[config.mk]
export PLATFORM = sky130hd
export DESIGN_NAME = bcd_sub_conv
export DESIGN_NICKNAME = d
export VERILOG_FILES = /design/src/rtl/bcd_sub_pkg.sv /design/src/rtl/bcd_sub_ctrl.sv /design/src/rtl/bcd_sub_datapath.sv /design/src/rtl/bcd_sub_wrport.sv /design/src/rtl/bcd_sub_conv.sv
export SDC_FILE = /design/constraint.sdc
export NUM_CORES = 1
export LEC_CHECK = 0
export ABC_AREA = 1
export BUFFER_PORTS_ARGS = -buffer_cell sky130_fd_sc_hd__buf_2
export CORE_ASPECT_RATIO = 0.8
export CORE_MARGIN = 2
export CORE_UTILIZATION = 45
export CTS_CLUSTER_DIAMETER = 30
export CTS_CLUSTER_SIZE = 14
export DETAILED_ROUTE_END_ITERATION = 16
export HOLD_SLACK_MARGIN = 0.15
export PLACE_DENSITY = 0.72
export SLEW_MARGIN = 20
export SYNTH_ARGS = -nofsm -noshare
export SYNTH_HDL_FRONTEND = slang
export SYNTH_SLANG_ARGS = --single-unit
[constraint.sdc]
create_clock -name clk -period 6.7 [get_ports clk]
set_clock_uncertainty 0.15 [all_clocks]
set_input_delay 0.335 -clock clk [delete_from_list [all_inputs] [get_ports clk]]
set_output_delay 0.335 -clock clk [all_outputs]
set_load 0.01 [all_outputs]
[src/rtl/bcd_sub_pkg.sv]
package bcd_sub_pkg;

  typedef enum logic [2:0] {
    ST_IDLE  = 3'd0,
    ST_CLEAR = 3'd1,
    ST_SUB   = 3'd2,
    ST_NEXT  = 3'd3,
    ST_DONE  = 3'd4
  } conv_state_t;

  // Decimal weight 10^n
  function automatic int unsigned pow10(input int unsigned n);
    int unsigned acc;
    acc = 1;
    for (int unsigned k = 0; k < n; k++) acc = acc * 10;
    return acc;
  endfunction

  // Trial subtraction: bit 32 is the borrow, bits 31:0 the difference
  function automatic logic [32:0] trial_sub(input logic [31:0] minuend,
                                            input logic [31:0] weight);
    return {1'b0, minuend} - {1'b0, weight};
  endfunction

endpackage

[src/rtl/bcd_sub_ctrl.sv]
module bcd_sub_ctrl
  import bcd_sub_pkg::*;
(
  input  logic        clk,
  input  logic        rst_n,
  input  logic        start,
  input  logic        borrow,
  input  logic        last_idx,
  output conv_state_t state_q,
  output logic        ev_accept,
  output logic        ev_clear,
  output logic        ev_take,
  output logic        ev_step,
  output logic        busy,
  output logic        done
);

  conv_state_t state_d;

  always_comb begin
    state_d = state_q;
    unique case (state_q)
      ST_IDLE:  if (start) state_d = ST_CLEAR;
      ST_CLEAR: state_d = ST_SUB;
      ST_SUB:   if (borrow) state_d = ST_NEXT;
      ST_NEXT:  state_d = last_idx ? ST_DONE : ST_CLEAR;
      ST_DONE:  state_d = ST_IDLE;
      default:  state_d = ST_IDLE;
    endcase
  end

  always_ff @(posedge clk) begin
    if (!rst_n) state_q <= ST_IDLE;
    else        state_q <= state_d;
  end

  assign ev_accept = (state_q == ST_IDLE) && start;
  assign ev_clear  = (state_q == ST_CLEAR);
  assign ev_take   = (state_q == ST_SUB) && !borrow;
  assign ev_step   = (state_q == ST_NEXT) && !last_idx;
  assign busy      = (state_q != ST_IDLE);
  assign done      = (state_q == ST_DONE);

endmodule

[src/rtl/bcd_sub_datapath.sv]
module bcd_sub_datapath
  import bcd_sub_pkg::*;
#(
  parameter int VAL_W = 8,
  parameter int NDIG  = 3,
  parameter int DIG_W = 4,
  parameter int IDX_W = 2
) (
  input  logic             clk,
  input  logic             rst_n,
  input  logic [VAL_W-1:0] value_in,
  input  logic             ev_accept,
  input  logic             ev_clear,
  input  logic             ev_take,
  input  logic             ev_step,
  output logic             borrow,
  output logic             last_idx,
  output logic [IDX_W-1:0] idx_q,
  output logic [DIG_W-1:0] digit_inc,
  output logic [VAL_W-1:0] rem_q,
  output logic [VAL_W-1:0] src_q
);

  logic [VAL_W-1:0] weight_tab [NDIG];
  logic [VAL_W-1:0] weight_sel;
  logic [32:0]      trial;
  logic [DIG_W-1:0] digit_q;

  // Weight table, most significant position first
  for (genvar g = 0; g < NDIG; g++) begin : g_weight
    assign weight_tab[g] = VAL_W'(pow10(NDIG - 1 - g));
  end

  always_comb begin
    weight_sel = '0;
    for (int k = 0; k < NDIG; k++)
      if (idx_q == IDX_W'(k)) weight_sel = weight_tab[k];
  end

  assign trial     = trial_sub(32'(rem_q), 32'(weight_sel));
  assign borrow    = trial[32];
  assign last_idx  = (idx_q == IDX_W'(NDIG - 1));
  assign digit_inc = digit_q + DIG_W'(1);

  always_ff @(posedge clk) begin
    if (!rst_n) begin
      rem_q   <= '0;
      src_q   <= '0;
      idx_q   <= '0;
      digit_q <= '0;
    end else begin
      if (ev_accept) begin
        rem_q   <= value_in;
        src_q   <= value_in;
        idx_q   <= '0;
        digit_q <= '0;
      end
      if (ev_clear) digit_q <= '0;
      if (ev_take) begin
        rem_q   <= trial[VAL_W-1:0];
        digit_q <= digit_inc;
      end
      if (ev_step) idx_q <= idx_q + IDX_W'(1);
    end
  end

endmodule

[src/rtl/bcd_sub_wrport.sv]
module bcd_sub_wrport #(
  parameter int ADDR_W = 12,
  parameter int BYTE_W = 8,
  parameter int DIG_W  = 4,
  parameter int IDX_W  = 2
) (
  input  logic              clk,
  input  logic              rst_n,
  input  logic [ADDR_W-1:0] base_in,
  input  logic              ev_accept,
  input  logic              ev_clear,
  input  logic              ev_take,
  input  logic [IDX_W-1:0]  idx_q,
  input  logic [DIG_W-1:0]  digit_inc,
  output logic [ADDR_W-1:0] base_q,
  output logic              wr_en,
  output logic [ADDR_W-1:0] wr_addr,
  output logic [BYTE_W-1:0] wr_data
);

  always_ff @(posedge clk) begin
    if (!rst_n)         base_q <= '0;
    else if (ev_accept) base_q <= base_in;
  end

  assign wr_en   = ev_clear || ev_take;
  assign wr_addr = base_q + ADDR_W'(idx_q);
  assign wr_data = ev_take ? BYTE_W'(digit_inc) : '0;

endmodule

[src/rtl/bcd_sub_conv.sv]
module bcd_sub_conv
  import bcd_sub_pkg::*;
#(
  parameter int VAL_W  = 8,
  parameter int ADDR_W = 12,
  parameter int BYTE_W = 8,
  parameter int NDIG   = 3
) (
  input  logic              clk,
  input  logic              rst_n,
  input  logic              start,
  input  logic [VAL_W-1:0]  value_in,
  input  logic [ADDR_W-1:0] base_in,
  output logic              busy,
  output logic              done,
  output logic [VAL_W-1:0]  out_value,
  output logic [ADDR_W-1:0] out_base,
  output logic              wr_en,
  output logic [ADDR_W-1:0] wr_addr,
  output logic [BYTE_W-1:0] wr_data
);

  localparam int DIG_W = 4;
  localparam int IDX_W = (NDIG > 1) ? $clog2(NDIG) : 1;

  conv_state_t      state_q;
  logic             ev_accept, ev_clear, ev_take, ev_step;
  logic             borrow, last_idx;
  logic [IDX_W-1:0] idx_q;
  logic [DIG_W-1:0] digit_inc;
  logic [VAL_W-1:0] rem_q;

  bcd_sub_ctrl u_ctrl (
    .clk       (clk),
    .rst_n     (rst_n),
    .start     (start),
    .borrow    (borrow),
    .last_idx  (last_idx),
    .state_q   (state_q),
    .ev_accept (ev_accept),
    .ev_clear  (ev_clear),
    .ev_take   (ev_take),
    .ev_step   (ev_step),
    .busy      (busy),
    .done      (done)
  );

  bcd_sub_datapath #(
    .VAL_W (VAL_W),
    .NDIG  (NDIG),
    .DIG_W (DIG_W),
    .IDX_W (IDX_W)
  ) u_dp (
    .clk       (clk),
    .rst_n     (rst_n),
    .value_in  (value_in),
    .ev_accept (ev_accept),
    .ev_clear  (ev_clear),
    .ev_take   (ev_take),
    .ev_step   (ev_step),
    .borrow    (borrow),
    .last_idx  (last_idx),
    .idx_q     (idx_q),
    .digit_inc (digit_inc),
    .rem_q     (rem_q),
    .src_q     (out_value)
  );

  bcd_sub_wrport #(
    .ADDR_W (ADDR_W),
    .BYTE_W (BYTE_W),
    .DIG_W  (DIG_W),
    .IDX_W  (IDX_W)
  ) u_wr (
    .clk       (clk),
    .rst_n     (rst_n),
    .base_in   (base_in),
    .ev_accept (ev_accept),
    .ev_clear  (ev_clear),
    .ev_take   (ev_take),
    .idx_q     (idx_q),
    .digit_inc (digit_inc),
    .base_q    (out_base),
    .wr_en     (wr_en),
    .wr_addr   (wr_addr),
    .wr_data   (wr_data)
  );

endmodule

# [Word-level counts from Yosys, hierarchy flattened]
# Cells that the tools add are included.
[totals] output_inout_bits=43 n_memories=0 wordCells=46 ramBits=0 ff_bits=37 romBits=0 input_bits=23 latchBits=0
[op_classes] shifts=0 addsub=4 n_eq_ne=8 n_mux=15 multipliers=0 bitwise_logic=0 n_reduce_logical=13 div_mod_pow=0 n_lt_le_gt_ge=0
[ops] cell="$mux 7" count=3
[ops] cell="$mux 4" count=4
[ops] cell="$mux 8" count=2
[ops] cell="$add 12x2->12" count=1
[ops] cell="$pmux 3 s4" count=1
[ops] cell="$mux 3" count=3
[ops] cell="$sub 8x7->9" count=1
[ops] cell="$eq 3x2->1 const B" count=2
[ops] cell="$reduce_bool 3->1" count=2
[ops] cell="$add 4x1->4 const B" count=1
[ops] cell="$mux 2" count=2
[ops] cell="$reduce_bool 2->1" count=2
[ops] cell="$eq 3x1->1 const B" count=1
[ops] cell="$eq 3x3->1 const B" count=1
[ops] cell="$logic_and 1x1->1" count=3
[ops] cell="$logic_not 3->1" count=1
[ops] cell="$add 2x1->2 const B" count=1
[ops] cell="$eq 2x1->1 const B" count=1
[ops] cell="$eq 2x2->1 const B" count=1
[ops] cell="$logic_not 1->1" count=2
[ops] cell="$logic_not 2->1" count=1
[ops] cell="$ne 2x1->1 const B" count=1
[ops] cell="$ne 2x2->1 const B" count=1
[ops] cell="$reduce_and 2->1" count=1
[ops] cell="$logic_or 1x1->1" count=1

# [Longest topological paths before layout]
[logic_depth] depth_word=8 ltp_mapped=15 ltp_nobuf=15

# [Modules after synthesis]
# A second synthesis with hierarchy kept.
[hier_totals] hier_cells=314 hier_area_um2=2178.3
[by_module_without_submodules] mod="bcd_sub_datapath" instances=1 area_per_inst_um2=1228.7 cells_each=171 seq_area_each_um2=440.4
[by_module_without_submodules] mod="bcd_sub_wrport" instances=1 area_per_inst_um2=765.7 cells_each=112 seq_area_each_um2=240.2
[by_module_without_submodules] mod="bcd_sub_ctrl" instances=1 area_per_inst_um2=183.9 cells_each=31 seq_area_each_um2=60.1

# [Worst setup path after synthesis]
# No wires, ideal clock.
[synth_path] kind="register -> output" startpoint="reg u_dp.idx_q[0]" endpoint="out wr_data[0]" path_stages_with_launch=14 path_buffers=1 slack_ns=4.118 t_required_ns=6.215 arrival_ns=2.097 path_cell_list="dfxtp_1 > inv_1 > ha_1 > ha_1 > fa_1 > inv_1 > nand3_1 > nand2_1 > nand2_1 > nand2_1 > nand2_2 > buf_6 > or2_1 > inv_1"
[synth_between] elab_chain_len=8 elab_cells_between_ends=10 classes_between="add/sub: 1; eq/ne: 2; mux: 4; reduce/logical: 3"
[synth_lines] element="start, declared" line_no="bcd_sub_datapath.sv:18" text="output logic [IDX_W-1:0] idx_q,"
[synth_lines] element="start signal, assigned" line_no="bcd_sub_datapath.sv:63" text="if (ev_step) idx_q <= idx_q + IDX_W'(1);"
[synth_lines] element="$logic_not 2->1" line_no="bcd_sub_datapath.sv:37" text="if (idx_q == IDX_W'(k)) weight_sel = weight_tab[k];"
[synth_lines] element="$mux 7 (2 in series)" line_no="bcd_sub_datapath.sv:37"
[synth_lines] element="$mux 7 *" line_no="bcd_sub_datapath.sv:37"
[synth_lines] element="$sub 8x7->9 *" line_no="bcd_sub_pkg.sv:22" text="return {1'b0, minuend} - {1'b0, weight};"
[synth_lines] element="$logic_not 1->1 *" line_no="bcd_sub_ctrl.sv:39" text="assign ev_take = (state_q == ST_SUB) && !borrow;"
[synth_lines] element="$logic_and 1x1->1 *" line_no="bcd_sub_ctrl.sv:39"
[synth_lines] element="$mux 4 *" line_no="bcd_sub_wrport.sv:28" text="assign wr_data = ev_take ? BYTE_W'(digit_inc) : '0;"
[synth_lines] element="end, declared" line_no="bcd_sub_conv.sv:20" text="output logic [BYTE_W-1:0] wr_data"
# Mark *: on every way between the ends. The rest lies on a longest branch, timed or not.

# [Final worst setup path]
[layout_path] startpoint="reg u_dp.idx_q[0]" endpoint="out wr_data[3]"
# The elaborated chain is that of the path after synthesis.

==> run summary <==
Status - finished clean
Resized Gates After CTS - 0
CTS tree - yes
Slew Limit Fails - 0
Drt wl/cell - 12.1 um
First-pass GRT wire length - 8480 um
Setup violators final - 0
Root Driver - clkbuf_8
H-tree level count - 2
Slew @ Worst Pin - 703 ps
Setup Buffers After CTS - 0
Worst Path Max Fanout - 21
Overall power - 0.551 mW
Crit path time final - 3280 ps
Synthesis-to-finish area growth - 20.1%
DR vias/cell - 4.88
Crit start category - flip-flop
Worst vdd ir - 120 uV
TNS Setup - 0 ps
TritonCTS Buffers - 5
Max Clock Freq - 305 MHz
Via count - 2067
Worst Slack Setup Final - 3420 ps
Die Width - 80.7 um
#FFs+latches synth - 37
Gpl congestion - 0.845
Worst r2r src - u_dp.idx_q[0]
Critical Path Max Stage Delay - 410 ps
Ant. Diodes - 0
Grt total ovfl - 0
Met1 Use GR - 26.5%
Fill count - 487
Sequential fraction of the synthesis area - 34.9%
First-pass DRT Iterations - 4
Nets - 401
P per Cell Area - 216 mW/mm^2
Die ar. - 0.00528 sq mm
Io pins - 66
DRC Markers - 0
Worst Hold Endpoint - u_wr.base_q[4]
Multi-input gate area - 0.00114 sq mm
Count leader, synth - nand2_1
Initial DRC count - 105
Register area - 741 sq um
Post-synth cell types - 27
Crit path cell chain - inv_1 -> ha_1 -> ha_1 -> fa_1 -> inv_1 -> nand3_1 -> nand2_1 -> nand2_1 -> nand2_1 -> nand2_2 -> or2_1 -> inv_1 -> buf_2
Class of the worst hold path - in -> reg
Core area - 0.00457 sq mm
Cells on worst reg2reg path - 12
PortBufs - 61
Hold Vio Cnt, Final - 0
Synth area leaders - dfxtp_1 35%, nand2_1 12%, ha_1 7.1%
Non-Filler Instances - 424
Worst EP required - 6210 ps
Clock Latency Late Sink - 290 ps
Max Cap Viol - 0
Top cell type's share of synthesized area - 34.9%
Mapped Cells - 304
Slowest cell on the critical path - dfxtp_1
Period utilization - 49.0%
WP data arrival - 2800 ps
Unrepaired setup endpoints after global routing - no
Slew headroom - 53.1%
Leading area contributor after synthesis - dfxtp_1
Placed cells - 414
Busiest grt layer - met2
Synth async-reset ratio - 0%
Launch point of the critical path - u_dp.idx_q[0]
Avg Cell Area, Syn - 6.97 sq um
Initial Util - 46.4%
Worst R2R Setup Slack - 4000 ps
Warnings from Yosys - 0
Drt total wl - 5120 um
Layout cell share with drive strength beyond 1 - 20.6%
End of the worst register-to-register path - u_dp.digit_q[3]
Clock sink count - 37
Post-route ant nets - 0
Critical path class - reg -> out
Synth Cell Area - 0.00212 sq mm
Number of global-route vias before repair - 1979
Largest net degree at the start of global routing - 44
GRT met2 Usage - 34.1%
Dpl ws - 3760 ps
Static leakage - 1.34 nW
Post-detail-place hpwl - 3790 um
Chip Height - 65.4 um
GR Util met3 - 5.49%
Rows - 22
Top cells by instance count after synthesis - 70 x nand2_1, 40 x inv_1, 37 x dfxtp_1
CTS Hold Bufs - 3
GRT Util Overall - 20.7%
Clock Tree Buf Depth - 2
Clk pin slew, worst setup/hold paths - 70 ps
Initial antenna violation count - 0
Top FF cell, synth - dfxtp_1
Number of enable flip-flop cells after synthesis - 0
WHS Path Cells - 3
Beginning of the worst hold path - base_in[4]
CP Capture Type - primary output
final cells by class:
type / count / area share [%]
flip-flops and latches: 37 / 29.1
inverters: 44 / 6.49
clock buffers: 7 / 3.39
well taps: 60 / 2.95
repair buffers: 64 / 13.2
multi-input cells: 212 / 44.9
metal layers:
| metal | up-vias | part of all wire, % |
|---|---|---|
| met5 | - | 0 |
| met3 | 9 | 3.9 |
| met2 | 34 | 46 |
| met4 | 0 | 1.7 |
| li1 | 1078 | - |
| met1 | 946 | 48 |
where the power goes:
part           internal, mW  switching [mW]  leakage, nW
registers             0.239          0.0157        0.304
logic                0.0537          0.0893        0.996
clock network        0.0815          0.0724       0.0443
total                 0.374           0.177         1.34
logic make-up (layout without fill, tap and decap cells):
family	count (synthesis)	after routing	share of synthesized area, %
xor gates and xnor gates	14	14	5.79
other	1	4	0.177
and+or+nand+nor	133	133	27.0
buffers and inverters	58	115	11.6
adders and majority gates	14	14	8.97
AOI/OAI and AO/OA	47	47	11.5
DFF	37	37	34.9
placed cells by master, fill, tap and decap left out:
master,count
a21oi_1,29
a21oi_2,2
buf_2,61
clkbuf_1,1
clkbuf_8,6
conb_1,4
dfxtp_1,37
dlygate4sd3_1,3
fa_1,2
ha_1,12
inv_1,40
inv_2,4
nand2_1,70
nand2_2,1
nand3_1,24
nand3b_1,1
nand4_1,6
nor2_1,19
nor2_2,1
nor3_1,6
nor4_1,1
o21ai_0,4
o21ai_1,12
or2_1,4
xnor2_1,1
xor2_1,13
critical path: cells and delay by family, from the launching register on:
| kind | cells | cell delay, ps |
|---|---|---|
| AND/OR/NAND/NOR | 6 | 880 |
| flip-flops | 1 | 410 |
| adder cells (fa/ha/maj) | 3 | 860 |
| buffers and inverters | 4 | 360 |
sequential cells by signal, indices dropped and copies added, names as in the netlist:
name / flops
u_dp.src_q: 8
u_dp.digit_q: 4
u_ctrl.state_q: 3
u_wr.base_q: 12
u_dp.rem_q: 8
u_dp.idx_q: 2
through the flow:
| stage | hold slack [ps] | cell area [sq um] | utilization [%] |
|---|---|---|---|
| final | 156 | 2550 | 55.7 |
| after global routing | 162 | 2550 | 55.7 |
| after CTS | 154 | 2550 | 55.7 |
| after detailed placement | 304 | 2430 | 53.2 |
| after global placement | 298 | 2430 | 53.2 |
| after floorplan | 312 | 2130 | - |
worst max-delay path by stage:
stage,end,depth (start not counted)
6_report,wr_data[3],13
5_1_grt,wr_data[0],13
4_1_cts,wr_data[3],13
3_5_place_dp,wr_data[3],13
3_3_place_gp,wr_data[0],13
2_1_floorplan,wr_data[0],13
(Power assumes the default switching activity.)
